[src/rtl/bemf_pkg.sv]
package bemf_pkg;

    // Converter input facing the unpowered winding
    typedef enum logic [1:0] {
        PH_A = 2'd0,
        PH_B = 2'd1,
        PH_C = 2'd2
    } phase_ch_e;

    // Sign-tracking state of the crossing detector
    typedef struct packed {
        logic have_ref;   // a reference sample exists in this interval
        logic ref_neg;    // sign of that reference
        logic found;      // crossing already taken in this interval
    } zc_state_t;

    // Sector sequence, wraps over six steps in either direction
    function automatic logic [2:0] step_sector(input logic [2:0] s, input logic fwd);
        logic [2:0] r;
        if (s > 3'd5)      r = 3'd0;
        else if (fwd)      r = (s == 3'd5) ? 3'd0 : s + 3'd1;
        else               r = (s == 3'd0) ? 3'd5 : s - 3'd1;
        return r;
    endfunction

    // Unpowered winding for each sector
    function automatic phase_ch_e float_phase(input logic [2:0] s);
        phase_ch_e r;
        case (s)
            3'd0, 3'd3: r = PH_C;
            3'd1, 3'd4: r = PH_B;
            default:    r = PH_A;
        endcase
        return r;
    endfunction

endpackage

[src/rtl/bemf_zc_detect.sv]
module bemf_zc_detect
    import bemf_pkg::*;
#(
    parameter int SW          = 12,
    parameter int TW          = 16,
    parameter int DECAY_TICKS = 4
) (
    input  logic                 clk,
    input  logic                 rst,
    input  logic                 smp_valid,
    input  logic signed [SW-1:0] phase_smp,
    input  logic        [SW-1:0] bus_smp,
    input  logic        [TW-1:0] cnt,
    input  logic                 comm,
    output logic                 zc_hit,
    output logic        [TW-1:0] zc_stamp
);

    localparam int            EW      = SW + 2;
    localparam logic [TW-1:0] DECAY_W = TW'(DECAY_TICKS);

    zc_state_t st;

    logic signed [EW-1:0] twice_ph;
    logic signed [EW-1:0] bus_ext;
    logic signed [EW-1:0] bemf2;
    logic                 neg;
    logic                 armed;
    logic                 accept;

    // phase - bus/2 scaled by two keeps the half-bus point exact
    assign twice_ph = $signed({phase_smp[SW-1], phase_smp, 1'b0});
    assign bus_ext  = $signed({2'b00, bus_smp});
    assign bemf2    = twice_ph - bus_ext;
    assign neg      = bemf2[EW-1];

    assign armed    = (cnt >= DECAY_W) && !st.found;
    assign accept   = smp_valid && armed && !comm;
    assign zc_hit   = accept && st.have_ref && (neg != st.ref_neg);
    assign zc_stamp = cnt;

    always_ff @(posedge clk) begin
        if (rst || comm) begin
            st <= '0;
        end else if (accept) begin
            st.have_ref <= 1'b1;
            st.ref_neg  <= neg;
            if (zc_hit) st.found <= 1'b1;
        end
    end


    single_hit_chk: assert property (@(posedge clk) disable iff (rst)
        zc_hit |=> !zc_hit);

endmodule

[src/rtl/bemf_comm_timer.sv]
module bemf_comm_timer #(
    parameter int TW          = 16,
    parameter int TICK_DIV    = 64,
    parameter int INIT_PERIOD = 1000
) (
    input  logic          clk,
    input  logic          rst,
    input  logic          zc_hit,
    input  logic [TW-1:0] zc_stamp,
    output logic          comm,
    output logic          missed,
    output logic [TW-1:0] period,
    output logic [TW-1:0] cnt
);

    localparam int            PW       = (TICK_DIV > 1) ? $clog2(TICK_DIV) : 1;
    localparam longint        CMAX     = (longint'(1) << TW) - 1;
    localparam logic [TW:0]   MAXV     = {1'b0, {TW{1'b1}}};
    localparam longint        INIT2    = 2 * longint'(INIT_PERIOD);
    localparam logic [TW-1:0] INIT_W   = TW'(INIT_PERIOD);
    localparam logic [TW-1:0] INIT_MOD = (INIT2 > CMAX) ? {TW{1'b1}} : TW'(INIT2);

    logic          tick;
    logic [TW-1:0] modulo;
    logic          crossed;
    logic [TW-1:0] cnt_nx;
    logic [TW-1:0] half;
    logic [TW:0]   sched_raw;
    logic [TW:0]   dbl_raw;
    logic [TW-1:0] sched;
    logic [TW-1:0] dbl;

    generate
        if (TICK_DIV > 1) begin : g_div
            logic [PW-1:0] pre;
            always_ff @(posedge clk) begin
                if (rst)                            pre <= '0;
                else if (pre == PW'(TICK_DIV - 1))  pre <= '0;
                else                                pre <= pre + 1'b1;
            end
            assign tick = (pre == PW'(TICK_DIV - 1));
        end else begin : g_nodiv
            assign tick = 1'b1;
        end
    endgenerate

    assign cnt_nx    = cnt + 1'b1;
    assign comm      = tick && (cnt_nx >= modulo);
    assign missed    = comm && !crossed;

    assign half      = (period[TW-1:1] == '0) ? TW'(1) : {1'b0, period[TW-1:1]};
    assign sched_raw = {1'b0, zc_stamp} + {1'b0, half};
    assign dbl_raw   = {cnt_nx, 1'b0};
    assign sched     = (sched_raw > MAXV) ? {TW{1'b1}} : sched_raw[TW-1:0];
    assign dbl       = (dbl_raw   > MAXV) ? {TW{1'b1}} : dbl_raw[TW-1:0];

    always_ff @(posedge clk) begin
        if (rst) begin
            cnt     <= '0;
            modulo  <= INIT_MOD;
            period  <= INIT_W;
            crossed <= 1'b0;
        end else if (comm) begin
            cnt     <= '0;
            period  <= cnt_nx;
            modulo  <= dbl;       // timeout until a crossing reschedules
            crossed <= 1'b0;
        end else begin
            if (tick)   cnt <= cnt_nx;
            if (zc_hit) begin
                modulo  <= sched;
                crossed <= 1'b1;
            end
        end
    end


    cnt_bound_chk: assert property (@(posedge clk) disable iff (rst)
        cnt <= modulo);


    sched_ahead_chk: assert property (@(posedge clk) disable iff (rst)
        zc_hit |=> modulo > $past(cnt));

endmodule

[src/rtl/bemf_rev_sum.sv]
module bemf_rev_sum #(
    parameter int TW          = 16,
    parameter int DEPTH       = 6,
    parameter int INIT_PERIOD = 1000
) (
    input  logic                               clk,
    input  logic                               rst,
    input  logic                               push,
    input  logic [TW-1:0]                      newp,
    output logic [TW+$clog2(DEPTH)-1:0]        sum
);

    localparam int              SUMW     = TW + $clog2(DEPTH);
    localparam logic [TW-1:0]   INIT_W   = TW'(INIT_PERIOD);
    localparam logic [SUMW-1:0] SUM_INIT = SUMW'(DEPTH * INIT_PERIOD);

    logic [TW-1:0] hist [DEPTH];

    generate
        for (genvar i = 0; i < DEPTH; i++) begin : g_tap
            if (i == 0) begin : g_head
                always_ff @(posedge clk) begin
                    if (rst)       hist[i] <= INIT_W;
                    else if (push) hist[i] <= newp;
                end
            end else begin : g_body
                always_ff @(posedge clk) begin
                    if (rst)       hist[i] <= INIT_W;
                    else if (push) hist[i] <= hist[i-1];
                end
            end
        end
    endgenerate

    always_ff @(posedge clk) begin
        if (rst)       sum <= SUM_INIT;
        else if (push) sum <= sum + SUMW'(newp) - SUMW'(hist[DEPTH-1]);
    end

endmodule

[src/rtl/bemf_comm_sched.sv]
module bemf_comm_sched
    import bemf_pkg::*;
#(
    parameter int SW          = 12,
    parameter int TW          = 16,
    parameter int DW          = 12,
    parameter int TICK_DIV    = 64,
    parameter int INIT_PERIOD = 1000,
    parameter int DECAY_TICKS = 4
) (
    input  logic                 clk,
    input  logic                 rst,
    input  logic                 smp_valid,
    input  logic signed [SW-1:0] phase_smp,
    input  logic        [SW-1:0] bus_smp,
    input  logic        [2:0]    sector,
    input  logic                 dir_fwd,
    input  logic        [DW-1:0] duty,
    input  logic        [DW-1:0] dly_min,
    output logic                 comm_pulse,
    output logic        [2:0]    next_sector,
    output logic        [1:0]    adc_sel,
    output logic        [TW-1:0] period_out,
    output logic        [TW+2:0] rev_sum,
    output logic                 missed_zc,
    output logic        [DW-1:0] smp_delay
);

    localparam int REV_STEPS = 6;

    logic          zc_hit;
    logic [TW-1:0] zc_stamp;
    logic [TW-1:0] cnt;
    logic [DW:0]   dbl_duty;
    logic [DW-1:0] frac_duty;

    bemf_comm_timer #(
        .TW(TW), .TICK_DIV(TICK_DIV), .INIT_PERIOD(INIT_PERIOD)
    ) u_timer (
        .clk(clk), .rst(rst), .zc_hit(zc_hit), .zc_stamp(zc_stamp),
        .comm(comm_pulse), .missed(missed_zc), .period(period_out), .cnt(cnt)
    );

    bemf_zc_detect #(
        .SW(SW), .TW(TW), .DECAY_TICKS(DECAY_TICKS)
    ) u_detect (
        .clk(clk), .rst(rst), .smp_valid(smp_valid), .phase_smp(phase_smp),
        .bus_smp(bus_smp), .cnt(cnt), .comm(comm_pulse),
        .zc_hit(zc_hit), .zc_stamp(zc_stamp)
    );

    bemf_rev_sum #(
        .TW(TW), .DEPTH(REV_STEPS), .INIT_PERIOD(INIT_PERIOD)
    ) u_rev (
        .clk(clk), .rst(rst), .push(comm_pulse), .newp(cnt + 1'b1), .sum(rev_sum)
    );

    assign next_sector = step_sector(sector, dir_fwd);
    assign adc_sel     = float_phase(sector);

    // two fifths of the duty, floored, then held above the minimum
    assign dbl_duty  = {duty, 1'b0};
    assign frac_duty = DW'(dbl_duty / (DW+1)'(5));
    assign smp_delay = (frac_duty < dly_min) ? dly_min : frac_duty;


    missed_on_comm_chk: assert property (@(posedge clk) disable iff (rst)
        missed_zc |-> comm_pulse);


    hold_between_chk: assert property (@(posedge clk) disable iff (rst)
        !comm_pulse |=> $stable(period_out) && $stable(rev_sum));

endmodule

[config.mk]
export PLATFORM = sky130hd
export DESIGN_NAME = bemf_comm_sched
export DESIGN_NICKNAME = d
export VERILOG_FILES = /design/src/rtl/bemf_pkg.sv /design/src/rtl/bemf_zc_detect.sv /design/src/rtl/bemf_comm_timer.sv /design/src/rtl/bemf_rev_sum.sv /design/src/rtl/bemf_comm_sched.sv
export SDC_FILE = /design/constraint.sdc
export NUM_CORES = 1
export LEC_CHECK = 0
export BUFFER_PORTS_ARGS = -buffer_cell sky130_fd_sc_hd__buf_4
export CAP_MARGIN = 10
export CELL_PAD_IN_SITES_DETAIL_PLACEMENT = 1
export CELL_PAD_IN_SITES_GLOBAL_PLACEMENT = 1
export CORE_UTILIZATION = 47
export CTS_BUF_LIST = sky130_fd_sc_hd__clkbuf_4 sky130_fd_sc_hd__clkbuf_8 sky130_fd_sc_hd__clkbuf_16
export DETAILED_ROUTE_END_ITERATION = 7
export PLACE_DENSITY = 0.92
export SYNTH_ARGS = -nofsm -noshare
export SYNTH_HDL_FRONTEND = slang
export SYNTH_SLANG_ARGS = --single-unit
[constraint.sdc]
create_clock -name clk -period 7.42 [get_ports clk]
set_input_delay 0.742 -clock clk [delete_from_list [all_inputs] [get_ports clk]]
set_output_delay 0.742 -clock clk [all_outputs]
set_load 0.05 [all_outputs]
### Word-level counts from Yosys, hierarchy flattened

Memories as Yosys holds them, arrays and structs flattened.
Index checks and enable logic that the tools add are counted.

| word-level totals | value |
|---|---|
| register bits | 77 |
| memories | 1 |
| input bits | 55 |
| memory bits (writable) | 96 |
| logic and storage cells | 78 |

| cells by class | value |
|---|---|
| magnitude comparators | 6 |
| divide/modulo/power cells | 1 |
| reduce and logical (&&, ||, !) cells | 19 |
| equality and inequality tests | 6 |
| muxes and demuxes | 22 |
| add/sub/neg operators | 8 |
| bitwise logic cells | 6 |

Memory list:

| memory | words | width | rd ports | clocked after Yosys merged registers in | wr ports | line | text |
|---|---|---|---|---|---|---|---|
| u_rev.hist | 6 | 16 | 6 | 0 | 6 | bemf_rev_sum.sv:17 | `logic [TW-1:0] hist [DEPTH];` |

Operators by type and width:

| kind | count |
|---|---|
| $mux W16 | 10 |
| $gt A17 B16 Y1 const B | 2 |
| $add A19 B16 Y19 | 1 |
| $sub A19 B16 Y19 | 1 |
| $add A16 B16 Y17 | 1 |
| $add A16 B1 Y16 const B | 1 |
| $ge A16 B16 Y1 | 1 |
| $ge A16 B3 Y1 const B | 1 |
| $logic_not A15 Y1 | 1 |
| $mux W15 | 1 |
| $sub A13 B13 Y14 | 1 |
| $div A13 B3 Y13 const B | 1 |
| $lt A12 B12 Y1 | 1 |
| $mux W12 | 1 |
| $mux W3 | 4 |
| $reduce_or A2 Y1 | 4 |
| $logic_and A1 B1 Y1 | 7 |
| $add A6 B1 Y6 const B | 1 |
| $eq A3 B3 Y1 const B | 2 |
| $eq A6 B6 Y1 const B | 1 |
| $or A1 B1 Y1 | 6 |
| $mux W1 | 5 |
| $pmux W2 S2 | 1 |
| $add A3 B1 Y3 const B | 1 |
| other kinds (10) | 12 |

### Longest topological paths before layout

Gate-level depths: netlist (run 1).

| depth | value |
|---|---|
| word-level depth | 9 |
| gate-level depth with buffers | 25 |
| depth with buffers taken out | 22 |

### By module

Synthesis (run 1) repeated with hierarchy kept, for this count alone.

| unflattened totals | value |
|---|---|
| cell total of the unflattened synthesis | 1409 |
| area, all modules | 12627.1 um2 |

By module, submodules not included:

| module | cells an instance | area an instance (um2) | instances |
|---|---|---|---|
| bemf_rev_sum | 497 | 5708.0 | 1 |
| bemf_comm_timer | 439 | 3595.9 | 1 |
| bemf_comm_sched | 394 | 2716.4 | 1 |
| bemf_zc_detect | 79 | 606.8 | 1 |

### Least setup slack after synthesis (run 1)

OpenSTA, ideal clock, no wires.

| timing | value |
|---|---|
| kind | register to register |
| start point | reg u_timer.cnt[0] |
| end point | mem u_rev.hist[0][0] (enable) |
| arrival | 5817 ps |
| clock period less this slack | 6316 ps |
| setup time | 498 ps |
| stages on the path, launching flop included | 19 |
| setup slack | 1104 ps |
| cell sequence | dfxtp_1 > ha_1 > nand3_1 > nor2_1 > and3_1 > and3_1 > nand3_1 > nor2_1 > xnor2_1 > inv_1 > ha_1 > a21o_1 > a21oi_1 > a21oi_1 > nand2_1 > clkinv_1 > nor2_1 > inv_1 > clkbuf_1 |

RTL lines:

| what | line | text |
|---|---|---|
| from (decl) | bemf_comm_timer.sv:13 | `output logic [TW-1:0] cnt` |
| from (signal assigned) | bemf_comm_timer.sv:69 | `if (tick) cnt <= cnt_nx;` |
| to (decl) | bemf_rev_sum.sv:17 |  |

### Worst setup path in the final report (run 1)

| timing | value |
|---|---|
| start point | in duty[11] |
| end point | out smp_delay[6] |

| between the ends | value |
|---|---|
| word-level cells in the longest chain between the ends | 3 |

Ends and longest elaborated chain:

| what | line | text |
|---|---|---|
| from (decl) | bemf_comm_sched.sv:18 | `input logic [DW-1:0] duty,` |
| $div A13 B3 Y13 (*) | bemf_comm_sched.sv:63 | `assign frac_duty = DW'(dbl_duty / (DW+1)'(5));` |
| $lt A12 B12 Y1 | bemf_comm_sched.sv:64 | `assign smp_delay = (frac_duty < dly_min) ? dly_min : frac_duty;` |
| $mux W12 (*) | bemf_comm_sched.sv:64 |  |
| to (decl) | bemf_comm_sched.sv:26 | `output logic [DW-1:0] smp_delay` |

Every way passes the cells marked *; elsewhere a longest branch is shown, timed or not.

==> results.py, run 1 <==
metrics = {
    "run_status": {
        "status": "completed",
    },
    "synth": {
        "synth_cell_types": 99,
        "syn-num-nets": 1325,
        "synth_cells": 1177,
        "ys_warn_count": 0,
        "synth_top_area_share": 0.254,
        "ys.flop_type": "edfxtp_1",
        "async_flop_share": 0,
        "synth_top_cell_by_area": "edfxtp_1",
        "syn_area_per_cell_sq_um": 9.63,
        "synth.most_common_cell": "nor2_1",
        "synth_area_leaders": "edfxtp_1, dfxtp_1, ha_1",
        "syn_area_sq_mm": 0.0113,
        "synth_seq_cells": 173,
        "synth_commonest_cells": "nor2_1, edfxtp_1, inv_1, dfxtp_1, ha_1",
        "yosysSeqAreaShare": 0.390,
        "synth-edff-count": 96,
    },
    "die": {
        "coreArea_sq_mm": 0.0235,
        "pin_count": 109,
        "num_rows": 56,
        "dieArea_sq_mm": 0.0247,
        "die_y_um": 157,
        "start_util": 0.482,
        "die_width_um": 157,
    },
    "critical_path": {
        "crit_path_end_kind": "output port",
        "worstPathRequired_ps": 6680,
        "slowest_delay_ps": 510,
        "path_delay_family": "compound AO/OA/AOI/OAI gates",
        "crit_path_start_kind": "input pin",
        "worst-path-max-fanout": 26,
        "path_buf_inv": 4,
        "arrival_ps": 5740,
        "crit_slowest_cell": "a21o_1",
        "cp_common_cell": "a21o_1",
        "crit_type": "in2out",
        "path_cells": "buf_4 -> clkinv_1 -> o311ai_1 -> o22ai_1 -> and2_4 -> a2111oi_4 -> o31ai_4 -> nand2_4 -> inv_2 -> ha_1 -> a21o_1 -> a21o_1 -> a21oi_1 -> nor2b_1 -> o21ai_0 -> nand2b_1 -> a21oi_1 -> nor2_1 -> or4_1 -> nor4b_1 -> a21o_1 -> mux2_4 -> buf_4",
    },
    "sta": {
        "tns_ps": 0,
        "timing.final.crit_share": 0.873,
        "fmax_ghz": 0.154,
        "fin_crit_ps": 6480,
        "setup_violations": 0,
        "report.final.hold_viol_count": 0,
        "tightest_slew_ps": 1030,
        "slew_headroom": 0.315,
        "slew_violations": 0,
        "clock_skew_ps": 12.5,
        "grt_setup_unrepaired": "no",
    },
    "clock_tree": {
        "cts_buffers": 17,
        "path_clk_slew_ps": 70,
        "cts_max_path_buffers": 2,
        "cts_hold_buf": 0,
        "cts_tree": "done",
        "cts_resized": 0,
        "cts_sinks": 173,
        "insertion_delay_ps": 440,
        "htreeDepth": 4,
        "clk_root_buffer_cell": "clkbuf_16",
        "post_cts_buffers": 0,
    },
    "routing": {
        "vias": 9229,
        "drc": 0,
        "firstDrtPassIters": 6,
        "avgViaCountPerCell": 5.87,
        "drt-initial-drc-count": 503,
        "routedWlPerCell_um": 20.3,
        "routed_wl_um": 32000,
        "ant_nets": 0,
    },
    "final_layout": {
        "nFillCells": 2656,
        "layout.nets": 1388,
        "syn_to_final_growth_pct": 12.8,
        "num_antenna_cells": 0,
        "drive_gt1_frac": 0.164,
    },
    "global_routing": {
        "grt_pass1_wl_um": 51500,
        "track_usage": 0.270,
        "antenna_found_initial": 0,
        "grt_pass1_vias": 9882,
        "grt_start_max_net_pins": 76,
        "gr-total-overflow": 0,
    },
    "pwr": {
        "ir_drop_mv": 0.190,
        "p_per_area_mw_per_mm2": 176,
        "p_leak_nw": 5.34,
        "finalPower_mw": 2.25,
    },
    "placed_design": {
        "portBuffers": 108,
        "dpl.hpwl_um": 22400,
        "gp_congestion": 0.873,
    },
    "hold_path": {
        "hp-class": "reg2reg",
    },
    "run": {
        "maxCapViolations": 0,
    },
}
sequential cells by signal (all words and copies together), names as in the netlist:
signal and flops:
u_detect.st 3, u_rev.hist 96, u_rev.sum 19, u_timer.cnt 16, u_timer.crossed 1, u_timer.g_div.pre 6, u_timer.modulo 16, u_timer.period 16
area by class of cell:
cell class / instances / area [sq um] / area share
Tap cell: 319 / 399 / 0.0312
Sequential cell: 173 / 4420 / 0.346
Clock buffer: 17 / 425 / 0.0333
Clock inverter: 15 / 163 / 0.0127
Timing Repair Buffer: 118 / 886 / 0.0693
Multi-Input combinational cell: 835 / 6130 / 0.480
Inverter: 95 / 359 / 0.0281
stage by stage:
step	worst slack, ps	cell area [sq um]	cells	util	hold WS (ps)
4_1_cts	918	12800	1571	0.543	477
2_1_floorplan	1100	11300	1177	-	433
3_5_place_dp	938	12200	1539	0.518	462
6_report	939	12800	1572	0.543	470
3_3_place_gp	1100	12200	1539	0.518	444
5_1_grt	465	12800	1572	0.543	504
power by group:
| group | switching (mW) | internal (mW) | total, mW | leakage (nW) |
|---|---|---|---|---|
| Combinational | 0.202 | 0.131 | 0.332 | 3.57 |
| Clock | 0.439 | 0.454 | 0.893 | 0.287 |
| Sequential | 0.00417 | 1.02 | 1.02 | 1.48 |
| Total | 0.645 | 1.60 | 2.25 | 5.34 |
layer usage:
layer | wire length (um) | share of wire | vias up | GRT usage
li1 | - | - | 4299 | -
met1 | 13000 | 0.41 | 4503 | 0.310
met2 | 16100 | 0.50 | 299 | 0.476
met3 | 1480 | 0.046 | 128 | 0.0556
met4 | 1400 | 0.044 | 0 | 0.133
met5 | 0 | 0 | - | 0
kinds of logic (layout without fill, tap and decap cells):
group	after synthesis	after routing	synth area share
flops	173	173	0.390
fa+ha+maj	96	96	0.117
buf+inv	169	245	0.0696
xor+xnor	63	63	0.0493
compound gates	246	246	0.157
mux	15	15	0.0171
simple gates	415	415	0.200
worst paths after layout:
kind | from | end | slack (ps) | cells past startpoint
max reg2reg | u_timer.cnt[0] | u_rev.sum[18] | 1470 | 18
min reg2reg | u_timer.g_div.pre[0] | u_timer.g_div.pre[0] | 470 | 1
max | duty[11] | smp_delay[6] | 940 | 23
min | u_timer.g_div.pre[0] | u_timer.g_div.pre[0] | 470 | 1
cells in the final DEF (no fill, tap or decap), drive strengths merged, types with 22 or more instances in the layout:
| cell | count |
|---|---|
| o21ai | 41 |
| or3 | 38 |
| dfxtp | 77 |
| ha | 76 |
| inv | 101 |
| and2 | 63 |
| buf | 118 |
| xor2 | 26 |
| nor2 | 109 |
| xnor2 | 37 |
| nor3 | 26 |
| nand2 | 50 |
| edfxtp | 96 |
| nand3 | 22 |
| a21oi | 61 |
worst register-to-register path, delay by kind of cell (launching register included):
kind	cells	cell delay, ps
compound gates	10	2560
fa+ha+maj	3	1540
buf+inv	2	280
flops	1	690
mux	1	380
simple gates	2	380
Power figures use the tool's default switching activity.
==> run 2: changes to the inputs <==
==> constraint.sdc (replaced) <==
create_clock -name clk -period 7.42 [get_ports clk]
set_input_delay 1.484 -clock clk [delete_from_list [all_inputs] [get_ports clk]]
set_output_delay 1.484 -clock clk [all_outputs]
set_load 0.05 [all_outputs]
==> run 2 against run 1 <==
Effect of this change: the run now ends with negative setup slack left; sequential share of layout area fell by 2.9 points; largest cell class unchanged; critical endpoint is now smp_delay[3]; global-route usage rose by 2.0 points; highest routed layer unchanged; critical path type unchanged; hold slack improved by 15 ps; combinational power rose by 48%.
==> results.py, run 2 (synthesis gave the netlist of run 1 again) <==
metrics = {
    "final_layout": {
        "design_area_sq_mm": 0.0140,
        "num_antenna_cells": 0,
        "final_cell_mix": "buf_4, nor2_1, edfxtp_1",
        "drive_gt1_frac": 0.251,
        "syn_to_final_growth_pct": 23.1,
        "stdcell_count": 1644,
        "layout.nets": 1460,
        "utilization": 0.593,
        "top_register": "u_rev.hist",
        "top_regs": "u_rev.hist: 96 flops, u_rev.sum: 19 flops",
        "largest_reg_flops": 96,
        "mostFrequentLayoutCell": "buf_4",
    },
    "routing": {
        "firstDrtPassIters": 5,
        "ant_nets": 0,
        "drc": 0,
        "routedWlPerCell_um": 23.5,
        "drt-initial-drc-count": 626,
        "routed_wl_um": 38700,
        "vias": 10014,
        "avgViaCountPerCell": 6.09,
    },
    "clock_tree": {
        "cts_buffers": 17,
        "cts_max_path_buffers": 2,
        "cts_sinks": 173,
        "cts_hold_buf": 0,
        "insertion_delay_ps": 450,
        "clk_root_buffer_cell": "clkbuf_16",
        "path_clk_slew_ps": 70,
        "htreeDepth": 4,
        "cts_tree": "done",
    },
    "global_routing": {
        "grt_pass1_vias": 10276,
        "grt_pass1_wl_um": 54800,
        "grt_start_max_net_pins": 69,
        "track_usage": 0.290,
        "gr-total-overflow": 0,
        "antenna_found_initial": 0,
    },
    "critical_path": {
        "arrival_ps": 6190,
        "crit_path_end_kind": "output port",
        "slowest_delay_ps": 470,
        "path_buf_inv": 4,
        "worstPathRequired_ps": 5940,
        "path_delay_family": "compound AO/OA/AOI/OAI gates",
        "crit_path_start_kind": "input pin",
        "crit_type": "in2out",
        "worst-path-max-fanout": 8,
        "crit_slowest_cell": "or4_4",
        "path_cells": "buf_12 -> or2b_4 -> o311ai_4 -> o22ai_4 -> and2_4 -> a2111oi_4 -> o31ai_4 -> nand2_4 -> inv_2 -> ha_1 -> a21o_1 -> a21o_1 -> a21oi_1 -> nor2b_1 -> o21ai_1 -> nand2b_1 -> a21oi_2 -> nor2_1 -> or4_4 -> nor4b_4 -> a21o_1 -> clkbuf_16 -> mux2_4 -> buf_8",
        "cp_common_cell": "a21o_1",
    },
    "sta": {
        "slew_headroom": 0.295,
        "tns_ps": -2250,
        "slew_violations": 0,
        "grt_setup_unrepaired": "yes",
        "tightest_slew_ps": 1060,
        "timing.final.crit_share": 1.03,
        "setup_violations": 10,
        "fin_crit_ps": 7670,
        "clock_skew_ps": 11.5,
        "fmax_ghz": 0.130,
        "report.final.hold_viol_count": 0,
        "worst_slack_ps": -254,
        "whs_ps": 485,
    },
    "pwr": {
        "p_clk_frac": 0.376,
        "finalPower_mw": 2.43,
        "p_leak_nw": 5.85,
        "p_comb_frac": 0.202,
        "switching_share": 0.302,
        "pwr-share-seq": 0.421,
        "intPower_mw": 1.70,
        "ir_drop_mv": 0.114,
        "p_per_area_mw_per_mm2": 174,
        "power.switching_uw": 735,
    },
    "die": {
        "coreArea_sq_mm": 0.0235,
        "pin_count": 109,
        "start_util": 0.482,
        "die_y_um": 157,
        "dieArea_sq_mm": 0.0247,
        "die_width_um": 157,
        "num_rows": 56,
    },
    "run": {
        "maxCapViolations": 0,
    },
    "run_status": {
        "violations": "negative setup slack",
        "status": "finished with violations",
    },
    "placed_design": {
        "place_inst": 1590,
        "place_area_sq_mm": 0.0126,
        "pre_cts_slack_ps": -177,
        "dpl.hpwl_um": 24000,
        "gp_congestion": 0.912,
        "portBuffers": 108,
    },
    "hold_path": {
        "hp-class": "reg2reg",
    },
}
-- run 2: changes by cell type in the layout (fill, tap and decap cells not counted), moves of 5 or more --
cell	before	now
o21ai_0	38	33
or3b_4	0	5
a21oi_1	60	55
buf_6	0	18
buf_4	118	162
buf_12	0	7
-- run 2: worst paths after layout --
path                            slack (ps)         startpoint                end  depth (start not counted)
worst max-delay path                  -250            duty[8]       smp_delay[3]                         24
worst min register to register         490  u_timer.modulo[7]  u_timer.modulo[7]                          1
worst min-delay path                   490  u_timer.modulo[7]  u_timer.modulo[7]                          1
worst max register to register        1270     u_timer.cnt[0]  u_rev.hist[2][14]                         16
-- run 2: timing repair --
item,4_1_cts,5_1_grt
cloned,0,2
setup endpoints to repair,10,10
buffers inserted,2,19
pin swaps,6,36
resized for setup,18,98
-- run 2: worst reg2reg max path: cells and delay by family, from the launching register on --
kind / cells / cell delay [ps]
buf+inv: 4 / 2010
fa+ha+maj: 1 / 340
compound gates: 1 / 220
xor+xnor: 1 / 540
flops: 1 / 690
simple gates: 9 / 1950
-- run 2: power groups by stage --
stage / logic, mW / clock network (mW) / registers, mW
6_report: 0.492 / 0.914 / 1.02
5_1_grt: 0.521 / 0.950 / 1.03
4_1_cts: 0.397 / 0.914 / 1.02
3_5_place_dp: 0.384 / 0 / 1.05
3_3_place_gp: 0.364 / 0 / 1.04
2_1_floorplan: 0.250 / 0 / 1.05
-- run 2: layout make-up --
type,instances,area (sq um)
clock buffers,17,425
flip-flops and latches,173,4420
multi-input cells,835,6550
clock inverters,15,160
well taps,319,399
inverters,95,367
repair buffers,190,1620
fillers,2578,9590
-- run 2: per-layer routing --
layer	vias up	track usage	wire length, um
li1	4447	-	-
met1	4991	0.334	14800
met2	436	0.517	19800
met3	140	0.0496	2200
met4	0	0.141	1910
met5	-	0	0
